### config.mk
export PLATFORM = sky130hd
export DESIGN_NAME = flash_page_engine
export DESIGN_NICKNAME = d
export VERILOG_FILES = /design/src/rtl/flash_eng_pkg.sv /design/src/rtl/flash_page_buffer.sv /design/src/rtl/flash_busy_timer.sv /design/src/rtl/flash_cell_array.sv /design/src/rtl/flash_page_engine.sv
export SDC_FILE = /design/constraint.sdc
export NUM_CORES = 2
export LEC_CHECK = 0
export BUFFER_PORTS_ARGS = -buffer_cell sky130_fd_sc_hd__buf_4
export CORE_MARGIN = 8
export CORE_UTILIZATION = 35
export CTS_BUF_LIST = sky130_fd_sc_hd__clkbuf_4 sky130_fd_sc_hd__clkbuf_8
export DETAILED_ROUTE_END_ITERATION = 8
export MAX_ROUTING_LAYER = met4
export RECOVER_POWER = 100
export SETUP_SLACK_MARGIN = 0.02
export SYNTH_ARGS = -nofsm -noshare
export SYNTH_HDL_FRONTEND = slang
export SYNTH_SLANG_ARGS = --single-unit
### constraint.sdc
create_clock -name clk -period 3.3 [get_ports clk]
set_clock_uncertainty 0.2 [all_clocks]
set_input_delay 0.66 -clock clk [delete_from_list [all_inputs] [get_ports clk]]
set_output_delay 0.66 -clock clk [all_outputs]
set_load 0.01 [all_outputs]
### src/rtl/flash_eng_pkg.sv
`timescale 1ns/1ps
package flash_eng_pkg;

  typedef enum logic [1:0] {
    OP_PROGRAM      = 2'd0,
    OP_WRITE        = 2'd1,
    OP_PAGE_ERASE   = 2'd2,
    OP_SECTOR_ERASE = 2'd3
  } flash_op_e;

  localparam logic [7:0] ERASED_BYTE = 8'hFF;

  // New value of one cell when an operation completes.
  function automatic logic [7:0] next_cell(flash_op_e op, logic in_page, logic in_sector,
                                           logic loaded, logic [7:0] old_b, logic [7:0] new_b);
    logic [7:0] r;
    r = old_b;
    case (op)
      OP_PROGRAM:    if (in_page && loaded) r = old_b & new_b;
      OP_WRITE:      if (in_page) r = loaded ? new_b : ERASED_BYTE;
      OP_PAGE_ERASE: if (in_page) r = ERASED_BYTE;
      default:       if (in_sector) r = ERASED_BYTE;
    endcase
    return r;
  endfunction

  // A page index below the locked count is protected.
  function automatic logic region_locked(logic [31:0] first_page, logic [31:0] locked_pages);
    return first_page < locked_pages;
  endfunction

endpackage

### src/rtl/flash_page_buffer.sv
`timescale 1ns/1ps
module flash_page_buffer #(
  parameter int COL_W = 4
) (
  input  logic                          clk,
  input  logic                          rst_n,
  input  logic                          start_i,
  input  logic [COL_W-1:0]              col_i,
  input  logic                          wr_i,
  input  logic [7:0]                    byte_i,
  output logic [(1<<COL_W)-1:0][7:0]    bytes_o,
  output logic [(1<<COL_W)-1:0]         loaded_o
);
  localparam int NCOL = 1 << COL_W;

  logic [COL_W-1:0] ptr_q;

  // Column pointer wraps naturally inside the page.
  always_ff @(posedge clk) begin
    if (!rst_n) begin
      ptr_q <= '0;
    end else if (start_i) begin
      ptr_q <= col_i;
    end else if (wr_i) begin
      ptr_q <= ptr_q + 1'b1;
    end
  end

  for (genvar c = 0; c < NCOL; c++) begin : g_col
    localparam logic [COL_W-1:0] MY_COL = COL_W'(c);
    always_ff @(posedge clk) begin
      if (!rst_n) begin
        bytes_o[c]  <= '0;
        loaded_o[c] <= 1'b0;
      end else if (start_i) begin
        loaded_o[c] <= 1'b0;
      end else if (wr_i && ptr_q == MY_COL) begin
        bytes_o[c]  <= byte_i;
        loaded_o[c] <= 1'b1;
      end
    end
  end

endmodule

### src/rtl/flash_busy_timer.sv
`timescale 1ns/1ps
module flash_busy_timer #(
  parameter int CNT_W = 6
) (
  input  logic             clk,
  input  logic             rst_n,
  input  logic             load_i,
  input  logic [CNT_W-1:0] cycles_i,
  output logic             busy_o,
  output logic             done_o,
  output logic             finish_o
);
  logic [CNT_W-1:0] cnt_q;

  assign finish_o = busy_o && (cnt_q == CNT_W'(1));

  always_ff @(posedge clk) begin
    if (!rst_n) begin
      cnt_q  <= '0;
      busy_o <= 1'b0;
      done_o <= 1'b0;
    end else begin
      done_o <= finish_o;
      if (!busy_o && load_i) begin
        cnt_q  <= cycles_i;
        busy_o <= 1'b1;
      end else if (finish_o) begin
        cnt_q  <= '0;
        busy_o <= 1'b0;
      end else if (busy_o) begin
        cnt_q  <= cnt_q - 1'b1;
      end
    end
  end

endmodule

### src/rtl/flash_cell_array.sv
`timescale 1ns/1ps
module flash_cell_array
  import flash_eng_pkg::*;
#(
  parameter int COL_W = 4,
  parameter int PIS_W = 2,
  parameter int SEC_W = 2
) (
  input  logic                              clk,
  input  logic                              rst_n,
  input  logic                              apply_i,
  input  flash_op_e                         op_i,
  input  logic [PIS_W+SEC_W-1:0]            page_i,
  input  logic [(1<<COL_W)-1:0][7:0]        bytes_i,
  input  logic [(1<<COL_W)-1:0]             loaded_i,
  input  logic [COL_W+PIS_W+SEC_W-1:0]      rd_addr_i,
  output logic [7:0]                        rd_data_o
);
  localparam int PGI_W  = PIS_W + SEC_W;
  localparam int ADDR_W = COL_W + PGI_W;
  localparam int NBYTES = 1 << ADDR_W;

  logic [7:0] cells [NBYTES];
  logic [SEC_W-1:0] sec_sel;

  assign sec_sel = page_i[PGI_W-1 -: SEC_W];

  for (genvar g = 0; g < NBYTES; g++) begin : g_cell
    localparam logic [PGI_W-1:0] MY_PAGE = PGI_W'(g >> COL_W);
    localparam logic [SEC_W-1:0] MY_SEC  = SEC_W'(g >> (COL_W + PIS_W));
    localparam int               MY_COL  = g % (1 << COL_W);
    logic in_page, in_sector;
    assign in_page   = (page_i == MY_PAGE);
    assign in_sector = (sec_sel == MY_SEC);
    always_ff @(posedge clk) begin
      if (!rst_n) begin
        cells[g] <= ERASED_BYTE;
      end else if (apply_i) begin
        cells[g] <= next_cell(op_i, in_page, in_sector, loaded_i[MY_COL],
                              cells[g], bytes_i[MY_COL]);
      end
    end
  end

  always_ff @(posedge clk) begin
    if (!rst_n) rd_data_o <= '0;
    else        rd_data_o <= cells[rd_addr_i];
  end

endmodule

### src/rtl/flash_page_engine.sv
`timescale 1ns/1ps
module flash_page_engine
  import flash_eng_pkg::*;
#(
  parameter int COL_W          = 4,
  parameter int PIS_W          = 2,
  parameter int SEC_W          = 2,
  parameter int PROT_PAGES     = 4,
  parameter int T_PROGRAM      = 8,
  parameter int T_WRITE        = 22,
  parameter int T_PAGE_ERASE   = 20,
  parameter int T_SECTOR_ERASE = 40
) (
  input  logic                          clk,
  input  logic                          rst_n,
  input  logic                          wp_i,
  input  logic                          load_i,
  input  logic [COL_W+PIS_W+SEC_W-1:0]  load_addr_i,
  input  logic                          data_valid_i,
  input  logic [7:0]                    data_i,
  input  logic                          cmd_valid_i,
  input  logic [1:0]                    cmd_op_i,
  input  logic [COL_W+PIS_W+SEC_W-1:0]  rd_addr_i,
  output logic [7:0]                    rd_data_o,
  output logic                          busy_o,
  output logic                          done_o
);
  localparam int PGI_W = PIS_W + SEC_W;
  localparam int T_A   = (T_PROGRAM > T_WRITE) ? T_PROGRAM : T_WRITE;
  localparam int T_B   = (T_PAGE_ERASE > T_SECTOR_ERASE) ? T_PAGE_ERASE : T_SECTOR_ERASE;
  localparam int T_MAX = (T_A > T_B) ? T_A : T_B;
  localparam int CNT_W = $clog2(T_MAX + 1);

  function automatic logic [CNT_W-1:0] cycles_of(flash_op_e op);
    case (op)
      OP_PROGRAM:    return CNT_W'(T_PROGRAM);
      OP_WRITE:      return CNT_W'(T_WRITE);
      OP_PAGE_ERASE: return CNT_W'(T_PAGE_ERASE);
      default:       return CNT_W'(T_SECTOR_ERASE);
    endcase
  endfunction

  // Named internal events
  logic       idle;
  logic       load_fire, data_fire, cmd_seen, lock_hit, commit_fire, finish_fire;
  flash_op_e  cmd_op, op_q;
  logic [PGI_W-1:0] tgt_page, first_page;
  logic [(1<<COL_W)-1:0][7:0] buf_bytes;
  logic [(1<<COL_W)-1:0]      buf_loaded;

  assign cmd_op      = flash_op_e'(cmd_op_i);
  assign idle        = !busy_o;
  assign cmd_seen    = idle && cmd_valid_i;
  assign load_fire   = idle && load_i && !cmd_valid_i;
  assign data_fire   = idle && data_valid_i && !load_i && !cmd_valid_i;
  assign first_page  = (cmd_op == OP_SECTOR_ERASE) ? ((tgt_page >> PIS_W) << PIS_W) : tgt_page;
  assign lock_hit    = wp_i && region_locked(32'(first_page), 32'(PROT_PAGES));
  assign commit_fire = cmd_seen && !lock_hit;

  always_ff @(posedge clk) begin
    if (!rst_n) begin
      tgt_page <= '0;
      op_q     <= OP_PROGRAM;
    end else begin
      if (load_fire)   tgt_page <= load_addr_i[COL_W +: PGI_W];
      if (commit_fire) op_q     <= cmd_op;
    end
  end

  flash_page_buffer #(.COL_W(COL_W)) u_buf (
    .clk      (clk),
    .rst_n    (rst_n),
    .start_i  (load_fire),
    .col_i    (load_addr_i[COL_W-1:0]),
    .wr_i     (data_fire),
    .byte_i   (data_i),
    .bytes_o  (buf_bytes),
    .loaded_o (buf_loaded)
  );

  flash_busy_timer #(.CNT_W(CNT_W)) u_timer (
    .clk      (clk),
    .rst_n    (rst_n),
    .load_i   (commit_fire),
    .cycles_i (cycles_of(cmd_op)),
    .busy_o   (busy_o),
    .done_o   (done_o),
    .finish_o (finish_fire)
  );

  flash_cell_array #(.COL_W(COL_W), .PIS_W(PIS_W), .SEC_W(SEC_W)) u_array (
    .clk       (clk),
    .rst_n     (rst_n),
    .apply_i   (finish_fire),
    .op_i      (op_q),
    .page_i    (tgt_page),
    .bytes_i   (buf_bytes),
    .loaded_i  (buf_loaded),
    .rd_addr_i (rd_addr_i),
    .rd_data_o (rd_data_o)
  );

endmodule

Yosys cells after proc, flatten, opt, wreduce, memory -nomap -nowiden
Memories as Yosys holds them, arrays and structs flattened. A register that Yosys moved wholly into a read port is not among the register bits.
Index checks and enable logic that the tools add are counted.

word-level totals
  bits in registers = 162
  bits in writable memories = 2048
  input port bits = 32
  output and inout port bits = 10
  word-level logic and storage cells = 2984
  memories kept = 1

memories
  name           depth  bits a word  read ports  clocked after memory_dff  wr ports  line                    source
  u_array.cells  256    8            257         1                         256       flash_cell_array.sv:23  logic [7:0] cells [NBYTES];

cells by class
  add/subtract/negate cells = 2
  order comparisons = 1
  eq/ne operators = 39
  multiplexer cells = 2077
  bitwise logic cells = 514
  reductions and logical operators = 312

operators by type and width
  kind                                                 count
  two-way mux 8 bit                                    1808
  one-hot mux 8 bit (3 select lines)                   256
  bitwise AND 8 bit                                    256
  logical AND 1 bit                                    282
  bitwise OR 1 bit                                     256
  equality test 4 bit, second input constant           16
  equality test 4 x 3 -> 1 bit, second input constant  8
  AND reduction 2 bit                                  16
  two-way mux 6 bit                                    3
  one-hot mux 6 bit (3 select lines)                   1
  equality test 4 x 2 -> 1 bit, second input constant  4
  equality test 2 bit, second input constant           5
  equality test 4 x 1 -> 1 bit, second input constant  2
  zero test 4 bit                                      2
  two-way mux 4 bit                                    2
  equality test 2 x 1 -> 1 bit, second input constant  3
  equality test 6 x 1 -> 1 bit, second input constant  1
  zero test 2 bit                                      3
  two-way mux 1 bit                                    6
  subtractor 6 x 1 -> 6 bit, second input constant     1
  zero test 1 bit                                      5
  adder 4 x 1 -> 4 bit, second input constant          1
  < comparator 4 x 3 -> 1 bit, second input constant   1
  nonzero test 2 bit                                   2
  4 further kinds                                      5

Depth between registers and ports, before layout
  word-level depth = 8
  gate-level depth with buffers = 12

By module
Synthesis repeated with hierarchy kept, for this count alone.

unflattened totals
  cells, all modules = 7646
  area, all modules = 107018.9 um2

modules (own cells, without submodules)
  module             times used  cells an instance  area each (um2)
  flash_cell_array   1           7034               100819.2
  flash_page_buffer  1           530                5411.4
  flash_busy_timer   1           52                 489.2
  flash_page_engine  1           30                 299.0

Least setup slack after synthesis
OpenSTA, ideal clock, no wires.

  kind = input-to-reg
  start point = in rst_n
  end point = mem u_array.cells[12][0] (enable)
  data arrival time = 2.476 ns
  path slack = 0.254 ns
  stages on the path = 9
  cells stage by stage = buf_2 -> nand4_1 -> inv_1 -> nand2_1 -> clkbuf_1 -> clkbuf_1 -> buf_1 -> a21oi_1 -> nor2_1

RTL lines
  element      line                     source
  from (decl)  flash_page_engine.sv:15  input logic rst_n,
  to (decl)    flash_cell_array.sv:23

==> results.rst <==
.. list-table::
   :header-rows: 1

   * - Metric
     - Value
   * - Critical path startpoint
     - tgt_page[1]$_SDFFE_PN0P_
   * - Failing checks
     - setup timing
   * - Count of endpoints failing hold in the final timing report
     - 0
   * - Area of the core region
     - a little over 300,000 um2
   * - Total via count in the routed design
     - ~80,000
   * - Flops & latches, synth
     - approximately 2,200
   * - Detailed-router iteration count before antenna repair
     - 8
   * - CP startpoint kind
     - flop
   * - Antenna violations before repair
     - 62
   * - Drt drc
     - 0
   * - Ratio of cells with drive above 1 in the final layout
     - 0.2397
   * - Site row count
     - 202
   * - VDD IR max
     - about 400 uV
   * - Number of nets still failing antenna checks after routing
     - 0
   * - Most used flip-flop cell after synthesis
     - edfxtp_1
   * - Clk buf depth
     - 4
   * - Synth Instances
     - ~7,700
   * - Max Freq
     - 302.9 MHz
   * - Setup crit end kind
     - flop
   * - Synthesis-to-finish area growth
     - 17.38%
   * - Number of global-route vias before repair
     - ~78,000
   * - Critical Path End
     - u_array.cells[160][7]$_SDFFCE_PN1P_
   * - Global router's overall resource usage
     - 0.3034
   * - Number of nets produced by synthesis
     - between 7,000 and 8,000
   * - Die Outline Area
     - 321,400 um2
   * - Relative contribution of the clock network to total power
     - 0.420
   * - Post-route worst hold slack
     - roughly 0.22 ns
   * - Setup WS post-layout
     - -0.001248 ns
   * - Starting DRT DRC Count
     - 12,610
   * - Number of I/O port buffers
     - roughly 40
   * - Final TNS setup
     - -0.001248 ns
   * - Portion of total power attributed to combinational logic
     - 0.075
   * - Total power density per cell area
     - between 400 and 500 nW/um2
   * - Root Driver
     - clkbuf_8
   * - Slack of the worst reg-to-reg path
     - -0.001 ns
   * - Post-route core utilization
     - 0.4122
   * - Share of flip-flops with an asynchronous set or reset
     - 0
   * - Cells taking the most area after synthesis
     - edfxtp_1, a21o_1, mux4_2
   * - Slew of the pin with the lowest slew margin
     - roughly 1.3 ns
   * - Area fraction of the dominant cell type after synthesis
     - 0.5788
   * - Length in cells of the worst reg-to-reg path
     - 5
   * - Avg Vias per Cell
     - 6.442
   * - Routed wire per std cell
     - 38.74 um
   * - Sequential fraction of the synthesis area
     - 0.6109
   * - Starting density of the core
     - 0.3512
   * - Tightest Hold Check Type
     - primary input to flop
   * - Last weighted congestion value of the routability-driven placer
     - 1.097
   * - CP arrival
     - about 3.8 ns
   * - Setup repair after global routing missed its margin
     - no
   * - Clock net sink count
     - 2,218
   * - Max-slew violation count
     - 0
   * - Post-route clock period utilization
     - 1.000
   * - Number of enable-type register cells in the synthesized netlist
     - about 2,000
   * - Clock buffers created by TritonCTS
     - 398
   * - Cell type with the highest aggregate area in the netlist
     - edfxtp_1
   * - Terminus of the critical flop-to-flop path
     - u_array.cells[160][7]$_SDFFCE_PN1P_
   * - Ports placed on the boundary
     - 42
   * - Cell internal pwr
     - about 46 mW
   * - Status
     - complete, but fails checks
   * - First-pass GRT wire length
     - 660,200 um
   * - Overflow after GRT
     - 0
   * - Synth Cell Area
     - between 100,000 and 150,000 um2
   * - Mean instance size in the synthesized netlist
     - ~14 um2
   * - Sequential share of power
     - 0.505
   * - Critical Path Fanout Max
     - 9
   * - Required time at the endpoint of the critical path
     - around 3.8 ns
   * - Max-cap viol count
     - 0
   * - TritonCTS clock tree
     - built
   * - Static leakage power
     - roughly 38 nW
   * - Pin count of the biggest net entering global routing
     - about 140
   * - Clock-pin slew on the worst setup and hold paths
     - 0.06 ns
   * - Die Y-Extent
     - 567.0 um
   * - Reg2Reg Launch Point
     - tgt_page[1]$_SDFFE_PN0P_
   * - Clock Latency Late Sink
     - ~1.2 ns
   * - Slew HR
     - 0.1347
   * - Yosys warning total
     - 0
   * - Post-route minimum period
     - ~3.3 ns
   * - NumNets Final
     - roughly 8,400
   * - Die outline width
     - 567.0 um
   * - Library cells used by synthesis
     - 75
   * - H-tree Lvls
     - 5
   * - Routed wire length
     - slightly below 500,000 um
   * - Most used standard cells in the synthesized netlist
     - a21o_1, edfxtp_1, clkbuf_1
   * - Switching fraction of total power
     - 0.2503
   * - Switch Pwr
     - 15.34 mW
   * - Setup violation total in the final timing report
     - 1
   * - DPL Wire Length
     - ~340,000 um
   * - Critical path start-end classification
     - flop to flop
## area by class of cell
| class | count | area [um2] |
|---|---|---|
| inverters | 22 | 85.08 |
| clock buffers | 568 | 6967 |
| repair buffers | 1093 | 9019 |
| fillers | 27920 | 177800 |
| multi-input cells | 4657 | 37890 |
| flip-flops and latches | 2218 | 64900 |
| clock inverters | 143 | 726.9 |
| well taps | 3978 | 4977 |
| diodes | 58 | 145.1 |
## metal layers
metal	track usage	up-vias	wire [um]
met3	0.1267	1617	74320
li1	-	31430	-
met1	0.3567	42240	172500
met5	-	-	0
met2	0.4176	6766	204100
met4	0.2148	0	42430
## logic make-up after synthesis
| kind of cell | count (synthesis) | synth area share |
|---|---|---|
| xor gates and xnor gates | 5 | 0.0004122 |
| buffers and inverters | 784 | 0.03433 |
| muxes | 638 | 0.1113 |
| AOI/OAI and AO/OA | 2992 | 0.1988 |
| adders and majority gates | 8 | 0.0009422 |
| and+or+nand+nor | 1014 | 0.04335 |
| DFF | 2218 | 0.6109 |
## cells in the final DEF, fill, tap and decap left out, types with 8 or more instances in the layout
| cell type | synthesis | routed |
|---|---|---|
| edfxtp_1 | 2048 | 2048 |
| buf_4 | 24 | 683 |
| clkinv_2 | 0 | 37 |
| clkbuf_2 | 0 | 116 |
| nor2_2 | 1 | 11 |
| a21oi_1 | 438 | 438 |
| a31oi_1 | 9 | 9 |
| clkbuf_8 | 0 | 432 |
| nand2_1 | 307 | 303 |
| mux2_2 | 16 | 16 |
| o21ai_2 | 0 | 10 |
| a21o_1 | 2048 | 2048 |
| mux2i_1 | 197 | 197 |
| buf_12 | 8 | 101 |
| buf_2 | 105 | 45 |
| ha_1 | 8 | 8 |
| nand4_1 | 19 | 19 |
| and2_1 | 145 | 140 |
| nor2_1 | 326 | 313 |
| clkbuf_4 | 0 | 184 |
| a22oi_1 | 81 | 81 |
| clkinv_1 | 1 | 93 |
| o21ai_0 | 107 | 108 |
| o221ai_1 | 63 | 63 |
| mux4_1 | 31 | 31 |
| o21a_1 | 106 | 106 |
| dlygate4sd3_1 | 0 | 44 |
| clkbuf_1 | 555 | 50 |
| o22ai_1 | 68 | 68 |
| diode_2 | 0 | 58 |
| nand3_1 | 133 | 133 |
| mux4_2 | 393 | 393 |
| nor3_1 | 34 | 33 |
| inv_1 | 20 | 19 |
| dfxtp_1 | 170 | 170 |
| a211oi_1 | 18 | 18 |
## timing repair
| action | in CTS | in global routing |
|---|---|---|
| hold buffers | 44 | 0 |
| gates cloned | 0 | 0 |
| buffers inserted | 0 | 2 |
| endpoints found under the setup margin | 22 | 216 |
| endpoints found under the hold margin | 146 | 0 |
| pin swaps | 0 | 1 |
| gates resized for setup | 2 | 4 |
## how the worst min path moves through the flow
stage / from / endpoint / slack (ns) / cells after the start
global route: rd_addr_i[2] / u_array.rd_data_o[6]$_SDFF_PN0_ / 0.16 / 5
CTS: load_i / u_buf.bytes_o[87]$_SDFFE_PN0P_ / 0.07 / 6
floorplan: u_buf.bytes_o[104]$_SDFFE_PN0P_ / u_buf.bytes_o[104]$_SDFFE_PN0P_ / 0.24 / 2
detailed placement: u_buf.loaded_o[9]$_SDFFE_PP0P_ / u_buf.loaded_o[9]$_SDFFE_PP0P_ / 0.24 / 2
global placement: u_buf.loaded_o[9]$_SDFFE_PP0P_ / u_buf.loaded_o[9]$_SDFFE_PP0P_ / 0.25 / 2
finish: load_i / u_buf.bytes_o[92]$_SDFFE_PN0P_ / 0.22 / 6
## per-stage QoR
stage          cell area, um2  power (mW)  cells  worst slack, ns
2_1_floorplan          106200       33.35   7659           0.2538
3_3_place_gp           117400       35.99  11920          -0.2204
3_5_place_dp           117400       36.02  11920          -0.2282
4_1_cts                125500       61.33  12680          0.05663
5_1_grt                124700       62.56  12730          0.01407
6_report               124700       61.28  12740        -0.001248
## power groups by stage
stage          Combinational, mW  Clock [mW]  Sequential, mW
6_report                    4.57        25.7            31.0
5_1_grt                     4.56        27.0            31.0
4_1_cts                     4.53        25.8            31.0
3_5_place_dp                4.47           0            31.6
3_3_place_gp                4.44           0            31.5
2_1_floorplan               1.88           0            31.5
## critical path, cell delays in order (launching register included)
cell	delay, ns
dfxtp_1	0.70
nand2b_1	0.29
nor2_2	0.33
buf_4	0.29
a21oi_1	0.10
nor2_1	0.90
## sequential cells by signal, indices dropped and copies added (netlist names)
register           flops
op_q                   2
tgt_page               4
u_array.cells       2048
u_array.rd_data_o      8
u_buf.bytes_o        128
u_buf.loaded_o        16
u_buf.ptr_q            4
u_timer.busy_o         1
u_timer.cnt_q          6
u_timer.done_o         1
Note: power is estimated with default switching activity, not from simulation.
